[src/rtl/pcseq_pkg.sv]
package pcseq_pkg;

    typedef enum logic {
        ST_RESET,
        ST_RUN
    } seq_state_t;

    typedef enum logic [3:0] {
        ACT_HOLD,
        ACT_STEP,
        ACT_PAGE,
        ACT_TBL,
        ACT_ADD,
        ACT_MOV,
        ACT_RET,
        ACT_JMP,
        ACT_CALL,
        ACT_SWI,
        ACT_IRQ
    } seq_act_t;

endpackage

[src/rtl/pcseq_ctrl.sv]
module pcseq_ctrl
    import pcseq_pkg::*;
(
    input  logic     clk,
    input  logic     rst_n,
    input  logic     adv,
    input  logic     jmp_en,
    input  logic     call_en,
    input  logic     ret_en,
    input  logic     movpc_en,
    input  logic     addpc_en,
    input  logic     tbl_en,
    input  logic     swi_en,
    input  logic     irq_en,
    input  logic     page_en,
    output seq_act_t act,
    output logic     running,
    output logic     push,
    output logic     pop
);

    seq_state_t st_q, st_d;

    // state register
    always_ff @(posedge clk or negedge rst_n) begin
        if (!rst_n) st_q <= ST_RESET;
        else        st_q <= st_d;
    end

    // transitions
    always_comb begin
        st_d = st_q;
        unique case (st_q)
            ST_RESET: st_d = ST_RUN;
            ST_RUN:   st_d = ST_RUN;
        endcase
    end

    // outputs: fixed-priority action select
    always_comb begin
        act     = ACT_HOLD;
        running = 1'b0;
        unique case (st_q)
            ST_RESET: act = ACT_HOLD;
            ST_RUN: begin
                running = 1'b1;
                if      (irq_en)   act = ACT_IRQ;
                else if (swi_en)   act = ACT_SWI;
                else if (call_en)  act = ACT_CALL;
                else if (jmp_en)   act = ACT_JMP;
                else if (ret_en)   act = ACT_RET;
                else if (movpc_en) act = ACT_MOV;
                else if (addpc_en) act = ACT_ADD;
                else if (tbl_en)   act = ACT_TBL;
                else if (page_en)  act = ACT_PAGE;
                else if (adv)      act = ACT_STEP;
                else               act = ACT_HOLD;
            end
        endcase
        push = (act == ACT_CALL) || (act == ACT_SWI) || (act == ACT_IRQ);
        pop  = (act == ACT_RET);
    end

    // the cycle right after reset release never carries an action
    assert_reset_quiet_R1: assert property (@(posedge clk) disable iff (!rst_n)
        (st_q == ST_RESET) |-> (!push && !pop));

endmodule

[src/rtl/pcseq_stack.sv]
module pcseq_stack #(
    parameter int unsigned DEPTH = 8,
    parameter int unsigned WIDTH = 14
) (
    input  logic             clk,
    input  logic             rst_n,
    input  logic             push,
    input  logic             pop,
    input  logic [WIDTH-1:0] din,
    output logic [WIDTH-1:0] top
);

    localparam int unsigned PTR_W = (DEPTH > 1) ? $clog2(DEPTH) : 1;

    logic [PTR_W-1:0] sp_q;
    logic [PTR_W-1:0] top_idx;
    logic [WIDTH-1:0] slot [DEPTH];

    assign top_idx = sp_q - PTR_W'(1);
    assign top     = slot[top_idx];

    // pointer wraps modulo DEPTH: oldest entry is overwritten, empty pop is stale
    always_ff @(posedge clk or negedge rst_n) begin
        if (!rst_n)    sp_q <= '0;
        else if (push) sp_q <= sp_q + PTR_W'(1);
        else if (pop)  sp_q <= top_idx;
    end

    for (genvar g = 0; g < DEPTH; g++) begin : g_slot
        always_ff @(posedge clk or negedge rst_n) begin
            if (!rst_n)                               slot[g] <= '0;
            else if (push && (sp_q == PTR_W'(g)))     slot[g] <= din;
        end
    end

    // a pushed value is visible at the top on the next cycle
    assert_push_top_R3: assert property (@(posedge clk) disable iff (!rst_n)
        push |=> (top == $past(din)));

    // a push directly followed by a pop restores the prior top
    assert_push_pop_R11: assert property (@(posedge clk) disable iff (!rst_n)
        (push && !pop) ##1 (pop && !push) |=> (top == $past(top, 2)));

endmodule

[src/rtl/pcseq_target.sv]
module pcseq_target
    import pcseq_pkg::*;
#(
    parameter int unsigned PAGE_W  = 4,
    parameter int unsigned OFFS_W  = 10,
    parameter int unsigned ACC_W   = 8,
    parameter int unsigned SWI_VEC = 1,
    parameter int unsigned IRQ_VEC = 8
) (
    input  seq_act_t                   act,
    input  logic [PAGE_W+OFFS_W-1:0]   pc,
    input  logic [PAGE_W-1:0]          page,
    input  logic [OFFS_W-1:0]          lit,
    input  logic [ACC_W-1:0]           acc,
    input  logic [PAGE_W+OFFS_W-1:0]   stack_top,
    output logic [PAGE_W+OFFS_W-1:0]   nxt_pc,
    output logic [PAGE_W+OFFS_W-1:0]   ret_addr
);

    localparam int unsigned PC_W = PAGE_W + OFFS_W;
    localparam int unsigned HI_W = OFFS_W - ACC_W;

    logic [PC_W-1:0]  seq;
    logic [ACC_W-1:0] low_sum;
    logic [PC_W-1:0]  far_tgt;
    logic [PC_W-1:0]  mov_tgt;
    logic [PC_W-1:0]  add_tgt;
    logic [PC_W-1:0]  tbl_tgt;

    assign seq      = pc + PC_W'(1);
    assign ret_addr = seq;
    assign low_sum  = seq[ACC_W-1:0] + acc;
    assign far_tgt  = {page, lit};
    assign mov_tgt  = {page, {HI_W{1'b0}}, acc};
    assign add_tgt  = {page, {HI_W{1'b0}}, low_sum};
    assign tbl_tgt  = {seq[PC_W-1:ACC_W], low_sum};

    always_comb begin
        unique case (act)
            ACT_HOLD: nxt_pc = pc;
            ACT_STEP: nxt_pc = seq;
            ACT_PAGE: nxt_pc = seq;
            ACT_TBL:  nxt_pc = tbl_tgt;
            ACT_ADD:  nxt_pc = add_tgt;
            ACT_MOV:  nxt_pc = mov_tgt;
            ACT_RET:  nxt_pc = stack_top;
            ACT_JMP:  nxt_pc = far_tgt;
            ACT_CALL: nxt_pc = far_tgt;
            ACT_SWI:  nxt_pc = PC_W'(SWI_VEC);
            ACT_IRQ:  nxt_pc = PC_W'(IRQ_VEC);
            default:  nxt_pc = pc;
        endcase
    end

endmodule

[src/rtl/pc_sequencer.sv]
module pc_sequencer
    import pcseq_pkg::*;
#(
    parameter int unsigned PAGE_W  = 4,
    parameter int unsigned OFFS_W  = 10,
    parameter int unsigned ACC_W   = 8,
    parameter int unsigned DEPTH   = 8,
    parameter int unsigned SWI_VEC = 1,
    parameter int unsigned IRQ_VEC = 8
) (
    input  logic                      clk,
    input  logic                      rst_n,
    input  logic                      adv,
    input  logic                      jmp_en,
    input  logic                      call_en,
    input  logic                      ret_en,
    input  logic                      movpc_en,
    input  logic                      addpc_en,
    input  logic                      tbl_en,
    input  logic                      swi_en,
    input  logic                      irq_en,
    input  logic                      page_en,
    input  logic [OFFS_W-1:0]         lit,
    input  logic [ACC_W-1:0]          acc,
    output logic [PAGE_W+OFFS_W-1:0]  fetch_addr
);

    localparam int unsigned PC_W = PAGE_W + OFFS_W;

    seq_act_t          act;
    logic              running;
    logic              push;
    logic              pop;
    logic [PC_W-1:0]   pc_q;
    logic [PC_W-1:0]   nxt_pc;
    logic [PC_W-1:0]   ret_addr;
    logic [PC_W-1:0]   stk_top;
    logic [PAGE_W-1:0] page_q;
    logic              any_cmd;

    pcseq_ctrl u_ctrl (
        .clk      (clk),
        .rst_n    (rst_n),
        .adv      (adv),
        .jmp_en   (jmp_en),
        .call_en  (call_en),
        .ret_en   (ret_en),
        .movpc_en (movpc_en),
        .addpc_en (addpc_en),
        .tbl_en   (tbl_en),
        .swi_en   (swi_en),
        .irq_en   (irq_en),
        .page_en  (page_en),
        .act      (act),
        .running  (running),
        .push     (push),
        .pop      (pop)
    );

    pcseq_target #(
        .PAGE_W  (PAGE_W),
        .OFFS_W  (OFFS_W),
        .ACC_W   (ACC_W),
        .SWI_VEC (SWI_VEC),
        .IRQ_VEC (IRQ_VEC)
    ) u_target (
        .act       (act),
        .pc        (pc_q),
        .page      (page_q),
        .lit       (lit),
        .acc       (acc),
        .stack_top (stk_top),
        .nxt_pc    (nxt_pc),
        .ret_addr  (ret_addr)
    );

    pcseq_stack #(
        .DEPTH (DEPTH),
        .WIDTH (PC_W)
    ) u_stack (
        .clk   (clk),
        .rst_n (rst_n),
        .push  (push),
        .pop   (pop),
        .din   (ret_addr),
        .top   (stk_top)
    );

    always_ff @(posedge clk or negedge rst_n) begin
        if (!rst_n) begin
            pc_q   <= '0;
            page_q <= '0;
        end else begin
            pc_q <= nxt_pc;
            if (act == ACT_PAGE) page_q <= lit[PAGE_W-1:0];
        end
    end

    assign fetch_addr = pc_q;

    assign any_cmd = jmp_en | call_en | ret_en | movpc_en | addpc_en |
                     tbl_en | swi_en | irq_en | page_en;

    // no movement out of the reset vector during the first cycle after release
    assert_reset_hold_R1: assert property (@(posedge clk) disable iff (!rst_n)
        !running |=> (fetch_addr == '0));

    // a winning jump lands on {page, literal}
    assert_jump_target_R2: assert property (@(posedge clk) disable iff (!rst_n)
        (running && jmp_en && !irq_en && !swi_en && !call_en)
        |=> (fetch_addr == {$past(page_q), $past(lit)}));

    // a winning return lands on the previous top of stack
    assert_ret_target_R4: assert property (@(posedge clk) disable iff (!rst_n)
        (running && ret_en && !irq_en && !swi_en && !call_en && !jmp_en)
        |=> (fetch_addr == $past(stk_top)));

    // hardware interrupt always wins and vectors
    assert_irq_vector_R8: assert property (@(posedge clk) disable iff (!rst_n)
        (running && irq_en) |=> (fetch_addr == PC_W'(IRQ_VEC)));

    // plain advance adds one with wrap
    assert_step_R10: assert property (@(posedge clk) disable iff (!rst_n)
        (running && adv && !any_cmd) |=> (fetch_addr == $past(fetch_addr) + PC_W'(1)));

    // no strobe and no advance holds the address
    assert_hold_R10: assert property (@(posedge clk) disable iff (!rst_n)
        (running && !adv && !any_cmd) |=> $stable(fetch_addr));

endmodule

[config.mk]
export PLATFORM = sky130hd
export DESIGN_NAME = pc_sequencer
export DESIGN_NICKNAME = d
export VERILOG_FILES = /design/src/rtl/pcseq_pkg.sv /design/src/rtl/pcseq_ctrl.sv /design/src/rtl/pcseq_stack.sv /design/src/rtl/pcseq_target.sv /design/src/rtl/pc_sequencer.sv
export SDC_FILE = /design/constraint.sdc
export NUM_CORES = 1
export LEC_CHECK = 0
export CORE_ASPECT_RATIO = 0.7
export CORE_UTILIZATION = 40
export DETAILED_ROUTE_END_ITERATION = 10
export DONT_BUFFER_PORTS = 1
export MAX_ROUTING_LAYER = met4
export PLACE_DENSITY = 0.64
export SETUP_SLACK_MARGIN = 0.1
export SKIP_CTS_REPAIR_TIMING = 1
export SLEW_MARGIN = 20
export SYNTH_ARGS = -nofsm -noshare
export SYNTH_HDL_FRONTEND = slang
export SYNTH_HIERARCHICAL = 1
export SYNTH_SLANG_ARGS = --single-unit
export TNS_END_PERCENT = 50
[constraint.sdc]
create_clock -name clk -period 2.77 [get_ports clk]
set_input_delay 0 -clock clk [delete_from_list [all_inputs] [get_ports clk]]
set_output_delay 0 -clock clk [all_outputs]
set_load 0.02 [all_outputs]
Word level (Yosys, flattened, before mapping)

Cells that the tools add are included.

Equality and inequality tests: 17
Magnitude comparators: 1
Muxes and demuxes: 17
Reductions and logical operators: 15
Bitwise operators: 2
$add $sub $neg: 4

Operators with widths:

| cell                    | count |
|---|---|
| $pmux W14 S8            | 1 |
| $bmux W14 S3            | 1 |
| $mux W4                 | 9 |
| $mux W14                | 2 |
| $eq A4 B3 Y1 const B    | 4 |
| $add A14 B1 Y14 const B | 1 |
| $eq A3 B3 Y1 const B    | 4 |
| $eq A4 B4 Y1 const B    | 3 |
| $add A8 B8 Y8           | 1 |
| $eq A4 B2 Y1 const B    | 2 |
| $logic_and A1 B1 Y1     | 8 |
| $pmux W4 S2             | 1 |
| $reduce_bool A8 Y1      | 1 |
| $eq A3 B2 Y1 const B    | 2 |
| $mux W3                 | 2 |
| $eq A4 B1 Y1 const B    | 1 |
| $ge A4 B4 Y1 const B    | 1 |
| $not A3 Y4              | 1 |
| $reduce_or A2 Y1        | 2 |
| $add A3 B1 Y3 const B   | 1 |
| $eq A3 B1 Y1 const B    | 1 |
| $logic_not A3 Y1        | 1 |
| $sub A3 B1 Y3 const B   | 1 |
| $logic_or A1 B1 Y1      | 2 |
| other kinds (3)         | 3 |

Output and inout bits: 14
Bits in registers: 134
Input port bits: 30

Logic depth before layout (Yosys ltp)

Word-level depth: 15
Mapped depth: 13

Cells and area by module

Netlist, hierarchy kept.

By module, submodules not included:

| module       | cells an instance | times used | area an instance (sq um) |
|---|---|---|---|
| pcseq_stack  | 409               | 1          | 5,487.8 |
| pcseq_target | 202               | 1          | 1,372.6 |
| pc_sequencer | 23                | 1          | 519.2 |
| pcseq_ctrl   | 21                | 1          | 147.6 |

Least setup slack after synthesis

No wires, ideal clock.

Kind: reg2reg
Start point: reg u_stack.sp_q[0]
End point: reg pc_q[9] (netlist: fetch_addr[9])
Cell stages (with the launch flop): 14
Slack: -162 ps
Required time: 2,646 ps
Buffers on the path: 3
Arrival: 2,808 ps
Cells stage by stage: dfrtp_1 > buf_2 > buf_2 > inv_1 > ha_1 > xor2_2 > buf_6 > a2111oi_0 > nor4_1 > mux2i_1 > o21ai_0 > a221o_1 > o21ai_0 > a2bb2oi_1

Word-level cells in the longest chain between the ends: 6

Ends and longest elaborated chain:

| item                                         | line               | RTL |
|---|---|---|
| from (decl)                                  | pcseq_stack.sv:15  | `logic [PTR_W-1:0] sp_q;` |
| from (signal assigned)                       | pcseq_stack.sv:25  | `else if (push) sp_q <= sp_q + PTR_W'(1);` |
| from (signal assigned)                       | pcseq_stack.sv:26  | `else if (pop) sp_q <= top_idx;` |
| $sub A3 B1 Y3                                | pcseq_stack.sv:19  | `assign top_idx = sp_q - PTR_W'(1);` |
| $not A3 Y4 (implied by the code)             | pcseq_stack.sv:20  | `assign top = slot[top_idx];` |
| $bmux W14 S3                                 | pcseq_stack.sv:20  |  |
| $mux W14 (implied by the code) (2 in series) | pcseq_stack.sv:20  |  |
| named net stk_top[9]                         | pc_sequencer.sv:37 | `logic [PC_W-1:0] stk_top;` |
| $pmux W14 S8                                 | pcseq_target.sv:39 | `unique case (act)` |
| named net nxt_pc[9]                          | pc_sequencer.sv:35 | `logic [PC_W-1:0] nxt_pc;` |
| to (signal assigned)                         | pc_sequencer.sv:94 | `pc_q <= nxt_pc;` |
| to (decl)                                    | pc_sequencer.sv:34 | `logic [PC_W-1:0] pc_q;` |

The timed path passes the listed nets, and every way through them passes these cells. The select of a mux whose other input is x is not followed.
A chain may end at the register's enable or synchronous reset.

Worst setup path in the final report

Start point: reg u_stack.sp_q[0]
End point: reg pc_q[7] (netlist: fetch_addr[7])

The elaborated chain is that of the path after synthesis.

==> results.json <==
{
  "rsz0062_at_grt": "no",
  "fillers": 1560,
  "startpoint_type": "flop",
  "tightest_slew_ns": 0.738,
  "fin_setup_tns_ns": 0,
  "total_leakage_power_uw": 0.00392,
  "cpPeakStageDelay_ns": 0.39,
  "total_power_uw": 10500,
  "synthArstFlopShare_pct": 100,
  "slowest_stage": "dfrtp_2",
  "criticalPathCategory": "reg -> reg",
  "gp_congestion": 0.894,
  "synth_area_um2": 7530,
  "power.density_nw_per_um2": 1190,
  "drive_gt1_share_pct": 30.3,
  "syn_inst": 655,
  "skew_ns": 0.0107,
  "cts.sinks": 134,
  "outcome": "complete, but fails checks",
  "swShare_pct": 37.7,
  "ys_seq_area_share_pct": 44.5,
  "drc_errors": 4,
  "critPathMaxFanout": 28,
  "numPortBuffers": 0,
  "h-tree-depth": 4,
  "final_net_count": 737,
  "p_seq_share_pct": 32.1,
  "pwr-share-clk_pct": 22.7,
  "synth_top_cells_by_area": "dfrtp_1 (45%), mux2_2 (18%), mux2i_1 (4.1%)",
  "violations": "design-rule violations, negative hold slack",
  "min_path_type": "in -> async",
  "routed_via_density": 6.13,
  "drv_slew": 0,
  "finalSetupViolCount": 0,
  "syn_nets": 701,
  "cap_violations": 0,
  "required_ns": 3.05,
  "row_count": 41,
  "min_period_ns": 2.55,
  "hold_violations": 137,
  "arrival_ns": 2.83,
  "synth_seq_cells": 134,
  "grt_max_degree": 135,
  "max_slew_margin_pct": 50.3,
  "gr-total-overflow": 0,
  "syn_avg_cell_area_um2": 11.5,
  "power_switching_uw": 3950,
  "fmax_mhz": 393,
  "wl_per_cell_um": 21.5,
  "cp-end-kind": "flop",
  "cts_tree": "done",
  "crit_buf_inv": 4,
  "grt_first_pass_wirelength_mm": 30.5,
  "cts_made_buffers": 17,
  "die_w_um": 166,
  "firstDrtPassIters": 9,
  "place_hpwl_mm": 13.4,
  "drtIter0Drc": 491,
  "vdd_drop_max_uv": 530,
  "synth_edf_count": 0,
  "wl_mm": 20.2,
  "insertion_delay_ns": 0.42,
  "synth_cell_types": 61,
  "p_int_uw": 6520,
  "antenna_found_initial": 0,
  "fin_crit_sh_pct": 91.9,
  "crit_chain": "inv_2 > ha_4 > buf_4 > xor2_2 > buf_12 > a2111oi_4 > nor4_1 > buf_4 > mux2_2 > nand3_1 > o2111ai_1 > o22ai_1 > nand3_1",
  "io_pins": 44,
  "ys.flop_type": "dfrtp_1",
  "synth_top_area_share_pct": 44.5,
  "path_clk_slew_ns": 0.06,
  "track_usage_pct": 21.3,
  "floorplan.initialDensity_pct": 41.3,
  "crit_family": "compound AO/OA/AOI/OAI gates",
  "yosysWarnings": 6,
  "antenna_left": 0,
  "dieArea_um2": 19400,
  "diodes": 0,
  "worst_hold_slack_ns": -0.715,
  "cts-root-buf": "clkbuf_16",
  "syn_to_final_growth_pct": 17.0,
  "die_h_um": 117,
  "grt_pass1_vias": 5500,
  "vias": 5761,
  "yosysTopAreaCell": "dfrtp_1",
  "core_um2": 18200,
  "max-clock-path-buffers": 2,
  "p_comb_share_pct": 45.2
}
-- routing by layer --
layer / vias to the layer above / part of all wire, % / global-route usage, %
met3: 28 / 7.3 / 5.65
met4: 0 / 1.5 / 6.23
li1: 2559 / - / -
met1: 2943 / 46 / 27.8
met5: - / 0 / -
met2: 231 / 45 / 32.7
-- power groups by stage --
stage | logic, µW | registers, µW | clock network [µW]
CTS | 4560 | 3320 | 2400
global placement | 4350 | 3290 | 0
floorplan | 3310 | 3210 | 0
detailed placement | 4520 | 3350 | 0
global route | 5090 | 3460 | 2500
finish | 4730 | 3360 | 2370
-- cell usage in the layout, fill, tap and decap left out, drive strengths merged, types with 4 or more instances in the layout --
cell,synthesis,layout
dfrtp,134,134
mux2,119,119
buf,27,43
and3,36,36
mux2i,31,31
nor2b,31,31
a2111oi,29,29
a21oi,22,22
o21ai,22,22
nand3,19,19
inv,12,19
clkbuf,13,18
nor2,16,16
nor4,15,15
ha,15,15
dlygate4sd3,0,14
nand2,14,14
a22oi,10,10
xor2,10,10
xnor2,9,9
a21o,7,7
nand2b,4,4
nor3,4,4
a221o,4,4
a41oi,4,4
a211oi,4,4
o211ai,4,4
-- cell families (layout without fill, tap and decap cells) --
kind of cell	count (synthesis)	in the layout	synth area share [%]
AO/OA/AOI/OAI	134	134	12.9
XOR/XNOR	20	20	2.71
adder cells (fa/ha/maj)	16	16	2.76
buffers and inverters	52	101	3.57
flip-flops	134	134	44.5
multiplexers	150	150	21.9
other	1	1	0.0498
AND/OR/NAND/NOR	148	148	11.5
-- area by class of cell --
type	count	area (µm²)	share of cell area [%]
tap	236	295	3.35
sequential	134	3360	38.1
multi-input combinational	469	3980	45.2
clock buffer	18	429	4.87
clock inverter	14	188	2.13
inverter	12	47.5	0.540
timing repair buffer	57	513	5.83
-- worst paths after layout --
kind / endpoint / start / cells after the start / slack, ns
hold / removal: u_stack/slot[98] / rst_n / 0 / -0.71
max in group asynchronous: fetch_addr[9] / rst_n / 0 / 3.27
min in group clk: fetch_addr[0] / lit[0] / 3 / -0.03
setup reg to reg: fetch_addr[7] / u_stack/sp_q[0] / 13 / 0.22
setup / recovery: fetch_addr[7] / u_stack/sp_q[0] / 13 / 0.22
hold reg to reg: u_stack/slot[67] / u_stack/slot[67] / 1 / 0.50
-- state kept, by name, indices dropped and copies added, names as in the netlist --
register and cells:
fetch_addr 14, page_q 4, u_ctrl/st_q 1, u_stack/slot 112
u_stack/sp_q 3
-- synth_stat cells (all sizes together), types with 3 or more instances --
library cell	count
nand2	14
a41oi	4
nor3	4
xnor2	9
ha	15
o211ai	4
o21bai	3
dfrtp	134
a21oi	22
nor2b	31
a22o	3
inv	12
a21o	7
nor4	15
or3	3
nor2	16
nand3	19
o22a	3
a211oi	4
clkbuf	13
buf	27
a2111oi	29
a22oi	10
mux2	119
and3	36
mux2i	31
nand2b	4
a31oi	3
a221o	4
xor2	10
o21ai	22
-- metrics by stage --
stage | instances | util (%) | hold WS, ns | setup WS, ns | instance area [µm²]
finish | 940 | 48.3 | -0.715 | 0.224 | 8800
global route | 940 | 48.3 | -0.732 | 0.0930 | 8800
CTS | 926 | 47.3 | -0.728 | 0.0722 | 8620
detailed placement | 894 | 43.9 | -0.286 | 0.103 | 8000
global placement | 894 | 43.9 | -0.286 | 0.180 | 8000
floorplan | 655 | - | -0.296 | 0.107 | 7560
Power figures use the tool's default switching activity.
